[config.mk]
export PLATFORM = sky130hd
export DESIGN_NAME = ptr_bank_ctrl
export DESIGN_NICKNAME = d
export VERILOG_FILES = /design/src/rtl/ptr_bank_pkg.sv /design/src/rtl/ptr_bank_rst_sync.sv /design/src/rtl/ptr_bank_decode.sv /design/src/rtl/ptr_bank_regs.sv /design/src/rtl/ptr_bank_addr_form.sv /design/src/rtl/ptr_bank_ctrl.sv
export SDC_FILE = /design/constraint.sdc
export NUM_CORES = 1
export LEC_CHECK = 0
export BUFFER_PORTS_ARGS = -buffer_cell sky130_fd_sc_hd__buf_2
export CAP_MARGIN = 20
export CORE_MARGIN = 2
export CORE_UTILIZATION = 43
export DETAILED_ROUTE_END_ITERATION = 10
export PLACE_DENSITY = 0.82
export SYNTH_ARGS = -nofsm -noshare
export SYNTH_HDL_FRONTEND = slang
export SYNTH_SLANG_ARGS = --single-unit
[constraint.sdc]
create_clock -name clk -period 7.1 [get_ports clk]
set_input_delay 1.775 -clock clk [delete_from_list [all_inputs] [get_ports clk]]
set_output_delay 1.775 -clock clk [all_outputs]
set_load 0.05 [all_outputs]
[src/rtl/ptr_bank_pkg.sv]
package ptr_bank_pkg;

  localparam int BANK_W = 3;

  typedef enum logic [2:0] {
    ACC_OTHER,
    ACC_WIN_LO,
    ACC_WIN_HI,
    ACC_IMM,
    ACC_PRI,
    ACC_ZP
  } acc_kind_e;

  typedef struct packed {
    logic              sect;
    logic [BANK_W-1:0] prim;
    logic [BANK_W-1:0] temp;
  } bank_state_t;

endpackage

[src/rtl/ptr_bank_rst_sync.sv]
module ptr_bank_rst_sync #(
  parameter int STAGES = 2
) (
  input  logic clk,
  input  logic rst_n,
  output logic rst_n_sync
);

  logic [STAGES-1:0] sync_q;
  logic [STAGES-1:0] sync_d;

  always_comb begin
    sync_d = {sync_q[STAGES-2:0], 1'b1};
  end

  always_ff @(posedge clk or negedge rst_n) begin
    if (!rst_n) sync_q <= '0;
    else        sync_q <= sync_d;
  end

  assign rst_n_sync = sync_q[STAGES-1];

endmodule

[src/rtl/ptr_bank_decode.sv]
module ptr_bank_decode
  import ptr_bank_pkg::*;
#(
  parameter int ADDR_W = 13
) (
  input  logic [ADDR_W-1:0] addr,
  output acc_kind_e         kind,
  output logic [BANK_W:0]   sel_nib
);

  localparam int A_TOP   = ADDR_W - 1;
  localparam int A_QHI   = ADDR_W - 2;
  localparam int A_QLO   = ADDR_W - 3;
  localparam int STROBE_BIT = 3;
  localparam int NIB_LO  = 4;
  localparam int ZP_LO   = 6;
  localparam logic [A_QHI-ZP_LO:0] ZP_TAG = (A_QHI - ZP_LO + 1)'(2);

  logic [1:0] quarter;

  always_comb begin
    quarter = {addr[A_QHI], addr[A_QLO]};
    kind    = ACC_OTHER;
    sel_nib = '0;
    if (addr[A_TOP]) begin
      kind = (quarter == 2'b11) ? ACC_WIN_HI : ACC_WIN_LO;
    end else if (quarter == 2'b11 && addr[STROBE_BIT]) begin
      kind    = ACC_IMM;
      sel_nib = addr[NIB_LO +: BANK_W+1];
    end else if (quarter == 2'b01 && addr[STROBE_BIT]) begin
      kind    = ACC_PRI;
      sel_nib = {1'b0, addr[NIB_LO +: BANK_W]};
    end else if (addr[A_QHI:ZP_LO] == ZP_TAG) begin
      kind = ACC_ZP;
    end
  end

endmodule

[src/rtl/ptr_bank_regs.sv]
module ptr_bank_regs
  import ptr_bank_pkg::*;
#(
  parameter int DATA_W = 8
) (
  input  logic              clk,
  input  logic              rst_n,
  input  logic              strobe,
  input  acc_kind_e         kind,
  input  logic [BANK_W:0]   sel_nib,
  input  logic [DATA_W-1:0] data,
  output bank_state_t       cur,
  output bank_state_t       nxt
);

  localparam int LATCH_LIMIT = 2 ** (BANK_W - 1);

  logic zp_allowed;

  always_comb begin
    zp_allowed = (int'(cur.prim) < LATCH_LIMIT);
    nxt        = cur;
    if (strobe) begin
      unique case (kind)
        ACC_WIN_HI: nxt.temp = cur.prim;
        ACC_IMM: begin
          nxt.sect = sel_nib[BANK_W];
          nxt.prim = sel_nib[BANK_W-1:0];
          nxt.temp = sel_nib[BANK_W-1:0];
        end
        ACC_PRI:    nxt.prim = sel_nib[BANK_W-1:0];
        ACC_ZP:     if (zp_allowed) nxt.temp = data[DATA_W-1 -: BANK_W];
        default:    ;
      endcase
    end
  end

  always_ff @(posedge clk or negedge rst_n) begin
    if (!rst_n)      cur <= '0;
    else if (strobe) cur <= nxt;
  end


  imm_load_chk: assert property (@(posedge clk) disable iff (!rst_n)
    (strobe && kind == ACC_IMM) |=>
      (cur.sect == $past(sel_nib[BANK_W]) &&
       cur.prim == $past(sel_nib[BANK_W-1:0]) &&
       cur.temp == $past(sel_nib[BANK_W-1:0])));


  prim_only_chk: assert property (@(posedge clk) disable iff (!rst_n)
    (strobe && kind == ACC_PRI) |=>
      (cur.prim == $past(sel_nib[BANK_W-1:0]) && $stable(cur.temp) && $stable(cur.sect)));


  zp_blocked_chk: assert property (@(posedge clk) disable iff (!rst_n)
    (strobe && kind == ACC_ZP && cur.prim[BANK_W-1]) |=> $stable(cur.temp));


  idle_hold_chk: assert property (@(posedge clk) disable iff (!rst_n)
    !strobe |=> $stable(cur));


  hi_copy_chk: assert property (@(posedge clk) disable iff (!rst_n)
    (strobe && kind == ACC_WIN_HI) |=> (cur.temp == $past(cur.prim) && $stable(cur.prim)));

endmodule

[src/rtl/ptr_bank_addr_form.sv]
module ptr_bank_addr_form
  import ptr_bank_pkg::*;
#(
  parameter int OFFS_W = 12,
  parameter int ROMA_W = 1 + BANK_W + OFFS_W
) (
  input  logic              clk,
  input  logic              rst_n,
  input  logic              strobe,
  input  acc_kind_e         kind,
  input  bank_state_t       cur,
  input  bank_state_t       nxt,
  input  logic [OFFS_W-1:0] offset,
  output logic [ROMA_W-1:0] rom_addr
);

  always_comb begin
    rom_addr = {nxt.sect, nxt.temp, offset};
  end


  lo_window_chk: assert property (@(posedge clk) disable iff (!rst_n)
    (strobe && kind == ACC_WIN_LO) |-> (rom_addr[OFFS_W +: BANK_W] == cur.temp));


  hi_window_chk: assert property (@(posedge clk) disable iff (!rst_n)
    (strobe && kind == ACC_WIN_HI) |-> (rom_addr[OFFS_W +: BANK_W] == cur.prim));

endmodule

[src/rtl/ptr_bank_ctrl.sv]
module ptr_bank_ctrl
  import ptr_bank_pkg::*;
#(
  parameter int ADDR_W = 13,
  parameter int DATA_W = 8,
  parameter int OFFS_W = 12,
  parameter int ROMA_W = 1 + BANK_W + OFFS_W
) (
  input  logic              clk,
  input  logic              rst_n,
  input  logic              bus_strobe,
  input  logic [ADDR_W-1:0] cpu_addr,
  input  logic [DATA_W-1:0] cpu_data,
  output logic [ROMA_W-1:0] rom_addr
);

  logic            rst_n_sync;
  acc_kind_e       kind;
  logic [BANK_W:0] sel_nib;
  bank_state_t     cur;
  bank_state_t     nxt;

  ptr_bank_rst_sync #(.STAGES(2)) i_rst_sync (
    .clk        (clk),
    .rst_n      (rst_n),
    .rst_n_sync (rst_n_sync)
  );

  ptr_bank_decode #(.ADDR_W(ADDR_W)) i_decode (
    .addr    (cpu_addr),
    .kind    (kind),
    .sel_nib (sel_nib)
  );

  ptr_bank_regs #(.DATA_W(DATA_W)) i_regs (
    .clk     (clk),
    .rst_n   (rst_n_sync),
    .strobe  (bus_strobe),
    .kind    (kind),
    .sel_nib (sel_nib),
    .data    (cpu_data),
    .cur     (cur),
    .nxt     (nxt)
  );

  ptr_bank_addr_form #(.OFFS_W(OFFS_W), .ROMA_W(ROMA_W)) i_form (
    .clk      (clk),
    .rst_n    (rst_n_sync),
    .strobe   (bus_strobe),
    .kind     (kind),
    .cur      (cur),
    .nxt      (nxt),
    .offset   (cpu_addr[OFFS_W-1:0]),
    .rom_addr (rom_addr)
  );

endmodule

==> impl_metrics.csv, run 1 <==
group,metric,value,unit
status,outcome,"complete, no violations",
floorplanning,io_pins,40,
clock_tree,cts_num_sinks,9,
yosys,yosysWarnings,0,
timing,skew,1.87,ps
clock_tree,numCtsBuffers,3,
setup_path,r2r_end,"i_regs.cur[1]",
timing,hold_ws,117,ps
layout,final_util,52.4,%
yosys,synth_xor_area_share,0,%
layout,num_antenna_cells,0,
yosys,netlist_top_cells_count,"13 x buf_4, 9 x dfrtp_1, 9 x nand2_1, 6 x a22o_1, 5 x mux2_2",
setup_path,crit_slowest_cell,"or4_4",
setup_path,endpoint_kind,"output pin",
yosys,synth_top_family_by_area,"compound AO/OA/AOI/OAI gates",
yosys,synth-simple-area-share,15.8,%
setup_path,cp_max_fo,6,
yosys,seq_area_frac_synth,37.9,%
drt,route.met3.wl,96,um
layout,area_growth,14.7,%
global_routing,first_global_vias,435,
yosys,yosys.area.top_type,"dfrtp_1",
flow_run,cap_violations,0,
clock_tree,cts_tree,"done",
setup_path,critical_path.most_common_cell,"buf_2",
floorplanning,die-area,1700,sq um
timing,post-route-period-util,72.5,%
setup_path,path_class,"in -> out",
timing,hold_viol_final,0,
global_routing,overflow,0,
yosys,syn_nets,83,
drt,drt_first_pass_iters,4,
floorplanning,core_area,1300,sq um
timing,fin_tns_setup,0,ps
drt,viasPerCell,5.38,
floorplanning,initial_core_util,45.7,%
yosys,synth.area.mux_share,9.47,%
drt,wl_met2,596,um
place,place_ws,1950,ps
yosys,syn_area,594,sq um
timing,finalSetupViolCount,0,
pwr,vdd_drop_max,0.103,mV
setup_path,r2r_setup_slack,5800,ps
yosys,synthAdderAreaFrac,0,%
clock_tree,post_cts_resized,0,
floorplanning,die_x,41.2,um
yosys,synthFlopType,"dfrtp_1",
timing,rsz0062_at_grt,"no",
layout,drive_gt1_share,53.8,%
yosys,synth-edff-count,0,
timing,setup_ws,1950,ps
global_routing,antenna_found_initial,0,
yosys,synthCells,59,
clock_tree,cts_root_buf,"clkbuf_4",
setup_path,reg2reg_from,"i_regs.cur[5]",
place,dp_hpwl,964,um
floorplanning,die_y,41.2,um
floorplanning,num_rows,13,
drt,drt_iter0_drc,6,
global_routing,grt_max_degree,11,
yosys,synth.ff_latch_count,9,
setup_path,reg2reg_depth,3,
drt,vias,500,
pwr,power.density,222,nW/um^2
place,io_buffers,28,
setup_path,critPathArrivalTime,3370,ps
setup_path,critPathRequiredTime,5330,ps
drt,avgRoutedWirePerCell,13.0,um
drt,ant_nets,0,
setup_path,slowest_delay,540,ps
yosys,syn_area_per_cell,10.1,sq um
yosys,synth-async-reset-ratio,100,%
setup_path,worstPathCellList,"buf_2, or4_4, nor4_4, o21ai_2, a22o_1, buf_2",
yosys,synthTopCellsByArea,"dfrtp_1 38%, buf_4 16%, mux2_2 9.5%, a22o_1 8.8%, nand2_1 5.7%",
clock_tree,cts.clk_slew.worst_paths,60,ps
place,place_congestion,0.703,
pwr,leakage,0.351,nW
setup_path,worstSetupStartpointType,"input port",
clock_tree,clk_latency,260,ps
drt,routed.top_layer,"met4",
yosys,synth_compound_area_share,19.8,%
drt,drcViolationCount,0,
yosys,synth_top_area_share,37.9,%
hold_path,hold_class,"reg -> async",
layout,final_nets,103,
global_routing,grt_usage,15.2,%
clock_tree,cts.path.max_buffers,2,
global_routing,grt_first_pass_wirelength,1.66,mm
yosys,yosys.cell_count.top_type,"buf_4",
timing,min_period,5150,ps
drt,met1_length,512,um
clock_tree,post_cts_buffers,0,
clock_tree,cts_htree_levels,1,
pwr,total_power,0.152,mW
drt,wirelength,1.21,mm
timing,fmax,0.194,GHz
timing,drv_slew,0,
yosys,synth_cell_types,15,
clock_tree,cts_hold_repair.buffers,0,
report_power, final:
part / switching [mW] / internal (mW)
Clock: 0.0173 / 0.0216
Combinational: 0.0322 / 0.0171
Sequential: 0.00500 / 0.0585
logic make-up after synthesis:
| group | Yosys count |
|---|---|
| AOI/OAI and AO/OA | 14 |
| buffers and inverters | 13 |
| other | 1 |
| and+or+nand+nor | 17 |
| DFF | 9 |
| muxes | 5 |
sequential cells by signal, indices dropped and copies added, names as in the netlist:
register           count
i_regs.cur             7
i_rst_sync.sync_q      2
metal layers:
layer  vias up  global-route usage (%)
li1        239                       -
met5         -                       0
met3         2                    2.72
met4         0                    9.68
met2        20                    27.0
met1       239                    16.4
layout make-up:
| class | count | area [sq um] |
|---|---|---|
| clock buffer | 4 | 26.3 |
| fill | 129 | 619 |
| multi-input combinational | 37 | 272 |
| sequential | 9 | 225 |
| tap | 15 | 18.8 |
| timing repair buffer | 28 | 140 |
metrics by stage:
step | cells | instance area, sq um
after global placement | 89 | 656
after CTS | 93 | 682
final | 93 | 682
after detailed placement | 89 | 656
after global routing | 93 | 682
after floorplan | 59 | 594
worst max-delay path, delay by kind of cell:
kind,cells,cell delay (ps)
compound gates,2,390
buf+inv,2,350
simple gates,2,860
how the worst max path moves through the flow:
stage / start / endpoint / slack (ps)
3_5_place_dp: cpu_addr[11] / rom_addr[13] / 1950
4_1_cts: cpu_addr[11] / rom_addr[13] / 1940
2_1_floorplan: cpu_addr[12] / rom_addr[12] / 2080
6_report: cpu_addr[11] / rom_addr[13] / 1950
5_1_grt: cpu_addr[11] / rom_addr[13] / 1870
3_3_place_gp: cpu_addr[11] / rom_addr[13] / 1970
cells in the final DEF (no fill, tap or decap):
cell type   n
o21ai_0     3
or4_4       1
conb_1      1
nor2_1      3
a22o_1      6
clkbuf_1    1
mux2_2      5
o21ai_2     1
nand2b_1    1
o21a_1      1
nor3_1      2
nor4_4      1
buf_2      28
nand2_1     9
clkbuf_4    3
dfrtp_1     9
a32o_2      3
Note: power is estimated with default switching activity, not from simulation.
==> inputs of run 2 (changes only) <==
Settings changed: CORE_UTILIZATION 43 to 36, PLACE_DENSITY 0.82 to 0.74.
Clock period 7.1 ns to 4.5 ns, I/O delays scaled along.
==> run 2 against run 1 <==
Largest cell class unchanged. Routed wire length down 0.16%. Sequential power up 57%. Non-clock buffer count unchanged. Cell count up 1.1%. First-iteration DRC count unchanged. Core utilization down 7.6 points. Clock skew about the same. Register-to-register slack worse by 2600 ps. Global-route usage down 1.4 points.
==> impl_metrics.csv, run 2 (synthesis results as in run 1) <==
group,metric,value,unit
pwr,total_power,0.239,mW
layout,area_growth,14.9,%
setup_path,critPathArrivalTime,2750,ps
drt,drt_iter0_drc,6,
timing,fmax,0.258,GHz
layout,drive_gt1_share,53.8,%
setup_path,reg2reg_from,"i_regs.cur[5]",
clock_tree,cts_root_buf,"clkbuf_4",
place,io_buffers,28,
floorplanning,num_rows,14,
setup_path,worstPathCellList,"buf_2, or4_4, nor4_4, o21ai_2, a22o_1, buf_2",
global_routing,first_global_vias,487,
global_routing,grt_usage,13.8,%
timing,skew,1.66,ps
hold_path,hold_class,"reg -> async",
setup_path,crit_slowest_cell,"or4_4",
status,outcome,"complete, no violations",
clock_tree,post_cts_buffers,0,
floorplanning,die-area,1990,sq um
global_routing,overflow,0,
clock_tree,numCtsBuffers,3,
clock_tree,cts_num_sinks,9,
layout,reg.largest.list,"i_regs.cur (7), i_rst_sync.sync_q (2)",
setup_path,slowest_delay,530,ps
floorplanning,die_y,44.6,um
place,dp.cells,90,
clock_tree,cts_hold_repair.buffers,0,
pwr,power.density,350,nW/um^2
floorplanning,core_area,1520,sq um
pwr,leakage,0.351,nW
timing,rsz0062_at_grt,"no",
setup_path,r2r_end,"i_regs.cur[0]",
drt,viasPerCell,5.28,
timing,finalSetupViolCount,0,
setup_path,r2r_setup_slack,3170,ps
setup_path,endpoint_kind,"output pin",
place,dp_hpwl,1.00,mm
drt,ant_nets,0,
timing,min_period,3880,ps
clock_tree,clk_latency,250,ps
drt,drcViolationCount,0,
setup_path,worstSetupStartpointType,"input port",
pwr,vdd_drop_max,0.238,mV
global_routing,grt_max_degree,11,
drt,wirelength,1.21,mm
clock_tree,cts_htree_levels,1,
clock_tree,post_cts_resized,0,
drt,drt_first_pass_iters,3,
timing,drv_slew,0,
clock_tree,cts_tree,"done",
layout,num_antenna_cells,0,
floorplanning,die_x,44.6,um
layout,final_cell_mix,"28 x buf_2, 9 x nand2_1, 9 x dfrtp_1",
setup_path,critPathRequiredTime,3380,ps
timing,post-route-period-util,86.1,%
floorplanning,io_pins,40,
timing,fin_tns_setup,0,ps
drt,vias,496,
setup_path,cp_max_fo,6,
layout,stdcell_count,94,
clock_tree,cts.path.max_buffers,2,
setup_path,reg2reg_depth,3,
drt,avgRoutedWirePerCell,12.9,um
layout,final_common_cell,"buf_2",
timing,hold_viol_final,0,
setup_path,path_class,"in -> out",
layout,largest_register_ffs,7,
setup_path,critical_path.most_common_cell,"buf_2",
layout,regMostFlops,"i_regs.cur",
global_routing,grt_first_pass_wirelength,2.03,mm
global_routing,antenna_found_initial,0,
flow_run,cap_violations,0,
floorplanning,initial_core_util,39.0,%
layout,final_nets,103,
place,place_congestion,0.748,
clock_tree,cts.clk_slew.worst_paths,60,ps
[run 2: cell counts in the layout (fill, tap and decap cells not counted)]
No cell type changed its count.
[run 2: per-stage QoR]
step                      util (%)  setup slack [ps]  cell area, sq um  hold slack (ps)
after CTS                     44.8               630               683              124
after floorplan                  -               782               594             81.5
final                         44.8               624               683              112
after detailed placement      43.1               636               657              118
after global routing          44.8               560               683              149
after global placement        43.1               650               657              118
[run 2: how the worst max path moves through the flow]
stage | from | slack [ps] | endpoint | cells after the start
after floorplan | cpu_addr[12] | 780 | rom_addr[12] | 5
after global placement | cpu_addr[11] | 650 | rom_addr[13] | 6
after detailed placement | cpu_addr[11] | 640 | rom_addr[13] | 6
after CTS | cpu_addr[11] | 630 | rom_addr[13] | 6
after global routing | cpu_addr[11] | 560 | rom_addr[13] | 6
final | cpu_addr[11] | 620 | rom_addr[13] | 6
[run 2: report_power, final]
group / leakage (nW) / total, mW / internal (mW) / switching, mW
Clock: 0.0150 / 0.0604 / 0.0341 / 0.0264
Combinational: 0.223 / 0.0785 / 0.0270 / 0.0515
Sequential: 0.113 / 0.100 / 0.0922 / 0.00807
[run 2: area by class of cell]
class / count / area (sq um)
Timing Repair Buffer: 28 / 140
Multi-Input combinational cell: 37 / 272
Sequential cell: 9 / 225
Clock buffer: 4 / 26.3
Fill cell: 149 / 841
Tap cell: 16 / 20.0
[run 2: critical path: cells and delay by family]
family                 cells  cell delay [ps]
buffers and inverters      2              350
AO/OA/AOI/OAI              2              420
AND/OR/NAND/NOR            2              860
[run 2: routing by layer]
metal	track usage [%]	share of wire (%)
met5	0	0
met4	7.27	1.9
met3	3.27	6.4
met2	23.8	48
met1	15.6	43
==> inputs of run 3 (changes only) <==
Settings changed: MAX_ROUTING_LAYER set to met4.
==> run 3 against run 2 <==
Clock power about the same. Power about the same. First-iteration DRC count unchanged. Combinational power about the same. Core utilization unchanged. Critical path type unchanged.
==> impl_metrics.csv, run 3 (synthesis results as in run 1) <==
group,metric,value,unit
status,outcome,"complete, no violations",
layout,num_antenna_cells,0,
layout,area_growth,14.9,%
setup_path,critical_path.most_common_cell,"buf_2",
clock_tree,cts_htree_levels,1,
drt,drcViolationCount,0,
timing,finalSetupViolCount,0,
setup_path,reg2reg_depth,3,
layout,reg.largest.list,"i_regs.cur (7), i_rst_sync.sync_q (2)",
setup_path,reg2reg_from,"i_regs.cur[5]",
floorplanning,die_x,44.6,um
clock_tree,numCtsBuffers,3,
drt,avgRoutedWirePerCell,12.9,um
global_routing,grt_max_degree,11,
setup_path,path_class,"in -> out",
drt,wl_met2,585,um
clock_tree,cts_hold_repair.buffers,0,
clock_tree,cts_root_buf,"clkbuf_4",
setup_path,critPathRequiredTime,3380,ps
floorplanning,die-area,1990,sq um
place,dp.cells,90,
setup_path,slowest_delay,530,ps
floorplanning,core_area,1520,sq um
global_routing,antenna_found_initial,0,
floorplanning,initial_core_util,39.0,%
global_routing,grt_usage,14.1,%
floorplanning,num_rows,14,
layout,drive_gt1_share,53.8,%
setup_path,cp-startpoint,"cpu_addr[11]",
clock_tree,cts.clk_slew.worst_paths,60,ps
setup_path,r2r_setup_slack,3170,ps
place,dp_hpwl,1.00,mm
timing,post-route-period-util,86.1,%
clock_tree,post_cts_resized,0,
clock_tree,cts.path.max_buffers,2,
place,dpl-instance-area,657,sq um
global_routing,grt_first_pass_wirelength,2.02,mm
clock_tree,cts_tree,"done",
timing,drv_slew,0,
global_routing,first_global_vias,488,
timing,hold_viol_final,0,
layout,final_cell_mix,"28 x buf_2, 9 x nand2_1, 9 x dfrtp_1",
drt,vias,496,
place,io_buffers,28,
timing,min_period,3880,ps
pwr,power.density,350,nW/um^2
timing,rsz0062_at_grt,"no",
setup_path,endpoint,"rom_addr[13]",
setup_path,endpoint_kind,"output pin",
layout,final_common_cell,"buf_2",
flow_run,cap_violations,0,
drt,wirelength,1.21,mm
place,place_congestion,0.757,
global_routing,overflow,0,
clock_tree,cts_num_sinks,9,
setup_path,cp_max_fo,6,
layout,regMostFlops,"i_regs.cur",
drt,route.met3.wl,67,um
setup_path,critPathBufInv,2,
layout,final_nets,103,
layout,stdcell_area,683,sq um
pwr,vdd_drop_max,0.238,mV
clock_tree,clk_latency,250,ps
setup_path,cp_top_family,"simple AND/OR/NAND/NOR gates",
clock_tree,post_cts_buffers,0,
hold_path,hold_class,"reg -> async",
drt,routed.top_layer,"met4",
setup_path,critPathArrivalTime,2750,ps
layout,largest_register_ffs,7,
drt,met1_length,535,um
timing,skew,1.81,ps
floorplanning,io_pins,40,
pwr,leakage,0.351,nW
drt,drt_first_pass_iters,3,
layout,stdcell_count,94,
drt,ant_nets,0,
timing,fin_tns_setup,0,ps
floorplanning,die_y,44.6,um
drt,drt_iter0_drc,6,
setup_path,crit_slowest_cell,"or4_4",
setup_path,worstSetupStartpointType,"input port",
drt,viasPerCell,5.28,
setup_path,r2r_end,"i_regs.cur[0]",
timing,fmax,0.258,GHz
setup_path,path_depth,6,
setup_path,worstPathCellList,"buf_2, or4_4, nor4_4, o21ai_2, a22o_1, buf_2",
## run 3: worst register-to-register path, cell delays in order (launching register included)
cell,delay [ps]
dfrtp_1,430
nor4_4,370
o21ai_2,160
a22o_1,260
## run 3: area by class of cell
| class | count | area (sq um) |
|---|---|---|
| multi-input combinational | 37 | 272 |
| timing repair buffer | 28 | 140 |
| tap | 16 | 20.0 |
| clock buffer | 4 | 26.3 |
| fill | 149 | 841 |
| sequential | 9 | 225 |
## run 3: power by group
| group | leakage, nW | total (mW) | switching, mW | internal (mW) |
|---|---|---|---|---|
| sequential | 0.113 | 0.100 | 0.00808 | 0.0922 |
| combinational | 0.223 | 0.0785 | 0.0515 | 0.0270 |
| clock | 0.0150 | 0.0604 | 0.0263 | 0.0341 |
## run 3: worst min path at each step
stage | to | startpoint | slack [ps] | depth (start not counted)
finish | i_regs.cur[6] | i_rst_sync.sync_q[1] | 110 | 0
detailed placement | i_regs.cur[3] | i_rst_sync.sync_q[1] | 120 | 0
floorplan | i_regs.cur[0] | i_rst_sync.sync_q[1] | 80 | 0
CTS | i_regs.cur[3] | i_rst_sync.sync_q[1] | 120 | 0
global placement | i_regs.cur[1] | i_rst_sync.sync_q[1] | 120 | 0
global route | i_regs.cur[5] | i_rst_sync.sync_q[1] | 150 | 0
## run 3: metal layers
| metal | track usage [%] | vias up |
|---|---|---|
| met5 | - | - |
| met4 | 7.27 | 0 |
| met3 | 2.86 | 4 |
| met2 | 23.8 | 17 |
| met1 | 15.6 | 236 |
| li1 | - | 239 |
## run 3: stage by stage
stage | utilization, % | hold WS [ps] | power [mW] | setup slack (ps)
4_1_cts | 44.8 | 124 | 0.243 | 630
6_report | 44.8 | 112 | 0.239 | 624
3_3_place_gp | 43.1 | 118 | 0.178 | 650
3_5_place_dp | 43.1 | 118 | 0.181 | 636
5_1_grt | 44.8 | 149 | 0.254 | 560
2_1_floorplan | - | 81.5 | 0.171 | 782
